## src/rtl/apx_split_adder_pkg.sv

```systemverilog
package apx_split_adder_pkg;
    localparam int DATA_W = 16;

    typedef struct packed {
        logic              cout;
        logic [DATA_W-1:0] sum;
    } apx_result_t;
endpackage

```

## src/rtl/apx_fa.sv

```systemverilog
module apx_fa (
    input  logic x_i,
    input  logic y_i,
    input  logic c_i,
    output logic s_o,
    output logic c_o
);
    always_comb begin
        s_o = x_i ^ y_i ^ c_i;
        c_o = (x_i & y_i) | (c_i & (x_i ^ y_i));
    end
endmodule

```

## src/rtl/apx_ripple.sv

```systemverilog
module apx_ripple #(
    parameter int W = 8
) (
    input  logic [W-1:0] x_i,
    input  logic [W-1:0] y_i,
    output logic [W-1:0] s_o,
    output logic         c_o
);
    logic [W:0] carry;

    assign carry[0] = 1'b0;

    for (genvar k = 0; k < W; k++) begin : g_bit
        apx_fa u_fa (
            .x_i (x_i[k]),
            .y_i (y_i[k]),
            .c_i (carry[k]),
            .s_o (s_o[k]),
            .c_o (carry[k+1])
        );
    end

    assign c_o = carry[W];
endmodule

```

## src/rtl/apx_roundup.sv

```systemverilog
module apx_roundup #(
    parameter int W = 8
) (
    input  logic [W-1:0] x_i,
    input  logic [W-1:0] y_i,
    output logic [W-1:0] s_o
);
    logic [W-1:0] gen;
    logic [W-1:0] force_hi;

    assign gen = x_i & y_i;

    // force_hi[k] is set when a generate sits at k or any position above it
    assign force_hi[W-1] = gen[W-1];
    for (genvar k = W - 2; k >= 0; k--) begin : g_chain
        assign force_hi[k] = gen[k] | force_hi[k+1];
    end

    for (genvar k = 0; k < W; k++) begin : g_sum
        assign s_o[k] = force_hi[k] | (x_i[k] ^ y_i[k]);
    end
endmodule

```

## src/rtl/apx_split_adder.sv

```systemverilog
module apx_split_adder
    import apx_split_adder_pkg::*;
#(
    parameter int ACC_W = 8
) (
    input  logic [DATA_W-1:0] a_i,
    input  logic [DATA_W-1:0] b_i,
    input  logic              cin_i,
    output logic [DATA_W-1:0] sum_o,
    output logic              cout_o
);
    localparam int LOW_W = DATA_W - ACC_W;

    logic [ACC_W-1:0] hi_sum;
    logic             hi_carry;
    logic [LOW_W-1:0] lo_sum;
    logic             cin_unused;
    apx_result_t      res_d;

    assign cin_unused = cin_i;

    apx_ripple #(.W(ACC_W)) u_exact (
        .x_i (a_i[DATA_W-1:LOW_W]),
        .y_i (b_i[DATA_W-1:LOW_W]),
        .s_o (hi_sum),
        .c_o (hi_carry)
    );

    apx_roundup #(.W(LOW_W)) u_approx (
        .x_i (a_i[LOW_W-1:0]),
        .y_i (b_i[LOW_W-1:0]),
        .s_o (lo_sum)
    );

    always_comb begin
        res_d.cout = hi_carry;
        res_d.sum  = {hi_sum, lo_sum};
    end

    assign sum_o  = res_d.sum;
    assign cout_o = res_d.cout;
endmodule

```

## config.mk

```make
export PLATFORM = sky130hd
export DESIGN_NAME = apx_split_adder
export DESIGN_NICKNAME = d
export VERILOG_FILES = /design/src/rtl/apx_split_adder_pkg.sv /design/src/rtl/apx_fa.sv /design/src/rtl/apx_ripple.sv /design/src/rtl/apx_roundup.sv /design/src/rtl/apx_split_adder.sv
export SDC_FILE = /design/constraint.sdc
export NUM_CORES = 1
export LEC_CHECK = 0
export BUFFER_PORTS_ARGS = -buffer_cell sky130_fd_sc_hd__buf_4
export CAP_MARGIN = 10
export CORE_UTILIZATION = 31
export DETAILED_ROUTE_END_ITERATION = 16
export PLACE_DENSITY_LB_ADDON = 0.15
export RECOVER_POWER = 25
export SLEW_MARGIN = 10
export SYNTH_ARGS = -nofsm -noshare
export SYNTH_HDL_FRONTEND = slang
export SYNTH_SLANG_ARGS = --single-unit
```

## constraint.sdc

```tcl
create_clock -name vclk -period 3.75
set_input_delay 0.375 -clock vclk [all_inputs]
set_output_delay 0.375 -clock vclk [all_outputs]
set_load 0.005 [all_outputs]
```

; ---- After elaboration in Yosys (flattened, before gate mapping)
; Cells that the tools add are included.
[totals]
out_inout_bits = 17
regBits = 0
inputBits = 33
[op_classes]
bitwise_logic = 61
[op_table]
columns = operator, n
row1 = $xor 1x1->1, 23
row2 = $or 1x1->1, 22
row3 = $and 1x1->1, 15
row4 = $and 8x8->8, 1

; ---- Longest topological paths before layout
[logic_depth]
ltp_word = 15
ltp_mapped = 11

; ---- Modules after synthesis
; From an unflattened synthesis, not the netlist that was laid out.
[unflattened]
cells_unflattened = 30
hier_area_um2 = 342.8
[by_module_without_submodules]
columns = module, instances, seq_area_each_um2, cells_per_inst, area_each_um2
row1 = apx_roundup, 1, 0.0, 21, 178.9
row2 = apx_fa, 8, 0.0, 1, 20.0
row3 = apx_ripple, 1, 0.0, 1, 3.8

; ---- Least setup slack after synthesis
; OpenSTA, ideal clock, no wires.
[synth_timing]
kind = input -> output
startpoint = input a_i[8]
endpoint = output sum_o[15]
t_arrival_ns = 3.415
n_path_buf = 1
cell_stages = 11
path_slack_ns = -0.040
path_cell_list = ha_1 fa_1 fa_1 fa_1 fa_1 fa_1 fa_1 inv_1 fa_1 inv_1 buf_4
[synth_between]
elab_chain_len = 14
[synth_rtl]
columns = item, line_no
row1 = start: declaration, apx_split_adder.sv:6  ; input logic [DATA_W-1:0] a_i,
row2 = $and 1x1->1 (2 in series), apx_fa.sv:10  ; c_o = (x_i & y_i) | (c_i & (x_i ^ y_i));
row3 = $or 1x1->1, apx_fa.sv:10
row4 = $and 1x1->1, apx_fa.sv:10
row5 = $or 1x1->1, apx_fa.sv:10
row6 = $and 1x1->1, apx_fa.sv:10
row7 = $or 1x1->1, apx_fa.sv:10
row8 = $and 1x1->1, apx_fa.sv:10
row9 = $or 1x1->1, apx_fa.sv:10
row10 = $and 1x1->1, apx_fa.sv:10
row11 = $or 1x1->1, apx_fa.sv:10
row12 = $and 1x1->1, apx_fa.sv:10
row13 = $or 1x1->1, apx_fa.sv:10
row14 = $xor 1x1->1, apx_fa.sv:9  ; s_o = x_i ^ y_i ^ c_i;
row15 = end: declaration, apx_split_adder.sv:9  ; output logic [DATA_W-1:0] sum_o,
; No other way between the ends.

; ---- Worst setup path after layout
; Same ends and word-level chain as after synthesis.

==> impl_metrics.env <==
export IMPL_nClkBuffers=0
export IMPL_cell_internal_pwr_mw=0.0659
export IMPL_timing_fmax_mhz=272
export IMPL_overflow=0
export IMPL_netlist_area_sq_um=409
export IMPL_vias_per_cell=4.43
export IMPL_place_hpwl_um=957
export IMPL_path_class="in -> out"
export IMPL_clkPwrFrac=0
export IMPL_post_place_cells=97
export IMPL_grt_first_pass_wirelength_mm=1.35
export IMPL_arrival_ns=3.30
export IMPL_finalCritPeriodShare=0.981
export IMPL_cp_max_fo=1
export IMPL_yosysWarnings=0
export IMPL_p_sw_mw=0.0374
export IMPL_synth_compound_area_share=0.0734
export IMPL_synth_cell_types=13
export IMPL_layout_drive_gt1_share=0.723
export IMPL_slowest_stage="fa_1"
export IMPL_cp_common_cell="fa_2"
export IMPL_p_per_area_nw_per_um2=136
export IMPL_cts_setup_buffers=0
export IMPL_synthesis_nets=90
export IMPL_power_share_switching=0.362
export IMPL_cap_violations=0
export IMPL_synth_top_area_cell="fa_1"
export IMPL_synth_top_family_by_area="adder cells"
export IMPL_peakVddDrop_mv=0.0657
export IMPL_synthToLayoutAreaGrowth_pct=86.2
export IMPL_power_share_combinational=1.000
export IMPL_ctsHoldBuffers=0
export IMPL_postPlaceCellArea_sq_um=739
export IMPL_synth_top_cell_area_share=0.343
export IMPL_whs_ns=1.06
export IMPL_status="completed"
export IMPL_worstPathRequired_ns=3.38
export IMPL_period_needed_ns=3.68
export IMPL_grt_use_total=0.125
export IMPL_finalSetupViolations=0
export IMPL_rows=12
export IMPL_worst_pin_slew_ns=0.333
export IMPL_gp_congestion=0.738
export IMPL_cellLeakagePower_nw=0.391
export IMPL_hold_path_class="in -> out"
export IMPL_grt_pass1_vias=384
export IMPL_synth_commonest_cells="8 x buf_4, 8 x ha_1, 7 x fa_1"
export IMPL_route_detailed_drc=0
export IMPL_synthCells=42
export IMPL_core_sq_um=1170
export IMPL_power_frac_seq=0
export IMPL_antenna_found_initial=0
export IMPL_design_area_sq_um=762
export IMPL_yosys_area_share_simple=0.147
export IMPL_synthXorXnorAreaFrac=0
export IMPL_seq_cells=0
export IMPL_routed_wl_um=991
export IMPL_start_util=0.349
export IMPL_cp_cell_sequence="buf_4 -> ha_4 -> fa_2 -> fa_2 -> fa_2 -> fa_2 -> fa_2 -> fa_2 -> inv_2 -> fa_1 -> inv_1 -> buf_4"
export IMPL_dieArea_sq_um=1470
export IMPL_ys_seq_area_frac=0
export IMPL_die_x_um=38.3
export IMPL_num_antenna_cells=0
export IMPL_io_buffers=49
export IMPL_synth_mux_area_frac=0
export IMPL_postSynthAreaPerCell_sq_um=9.74
export IMPL_wl_per_cell_um=10.2
export IMPL_pin_count=50
export IMPL_stdcell_count=97
export IMPL_crit_start="a_i[8]"
export IMPL_seqCellArea_sq_um=0
export IMPL_slew_headroom=0.776
export IMPL_layout_nets=133
export IMPL_start_kind="input port"
export IMPL_cpPeakStageDelay_ns=0.39
export IMPL_ys_top_cells_by_area="fa_1 34%, ha_1 24%, buf_4 15%"
export IMPL_drtPass1Iterations=2
export IMPL_vias=430
export IMPL_drv_slew=0
export IMPL_fin_util=0.651
export IMPL_power_mw=0.103
export IMPL_critPathCaptureType="output port"
export IMPL_synth_fa_ha_area_frac=0.587
export IMPL_drtAntennaViolNets=0
export IMPL_die_height_um=38.3
export IMPL_rsz0062_at_grt="yes"
export IMPL_grt_max_degree=7
export IMPL_drt_iter0_drc=3
export IMPL_min_from="b_i[8]"
export IMPL_hold_viol_final=0
## layout make-up
| type | instances | area, sq um |
|---|---|---|
| fillers | 111 | 409 |
| well taps | 14 | 17.5 |
| inverters | 5 | 18.8 |
| multi-input cells | 29 | 358 |
| repair buffers | 49 | 368 |
## per-stage QoR
step / setup TNS, ns / setup WS (ns)
detailed placement: -0.173 / -0.173
global placement: -0.141 / -0.141
global route: -0.0102 / -0.0102
CTS: 0 / 0.0338
finish: 0 / 0.0713
floorplan: 0 / 0.0378
## repair_timing
item                       4_1_cts  5_1_grt
gates resized for setup          5        2
setup endpoints to repair        1        1
pin swaps                        0        0
## placed cells by master (no fill, tap or decap)
cell type and instances:
buf_4 45, ha_1 7, fa_2 6, inv_1 4, clkbuf_4 4, nor3_1 3
nor2_1 2, nand2_1 2, nand3_1 2, or2_2 1, a211oi_4 1, a211o_2 1
inv_2 1, nand3b_1 1, nand2b_1 1, fa_1 1, ha_4 1
## path summary, 6_finish.rpt
path / end / cells after the start
min: sum_o[8] / 3
max: sum_o[15] / 12
## cell families (layout without fill, tap and decap cells)
kind of cell             count (synthesis)  in the layout
adder cells (fa/ha/maj)                 15             15
AO/OA/AOI/OAI                            2              2
buffers and inverters                   13             54
AND/OR/NAND/NOR                         12             12
## worst max-delay path, delay by kind of cell
kind | cells | cell delay (ns)
fa+ha+maj | 8 | 2.60
buf+inv | 4 | 0.34
## metal layers
| layer | global-route usage | vias up | routed length, um |
|---|---|---|---|
| li1 | - | 212 | - |
| met1 | 0.0971 | 204 | 275 |
| met2 | 0.322 | 14 | 662 |
| met3 | 0 | 0 | 53 |
| met4 | 0 | 0 | 0 |
| met5 | 0 | - | 0 |
## power groups by stage
stage	clock [mW]	combinational, mW	sequential, mW
detailed placement	0	0.103	0
CTS	0	0.104	0
floorplan	0	0.0555	0
global route	0	0.115	0
global placement	0	0.0993	0
finish	0	0.103	0
(Power assumes the default switching activity.)
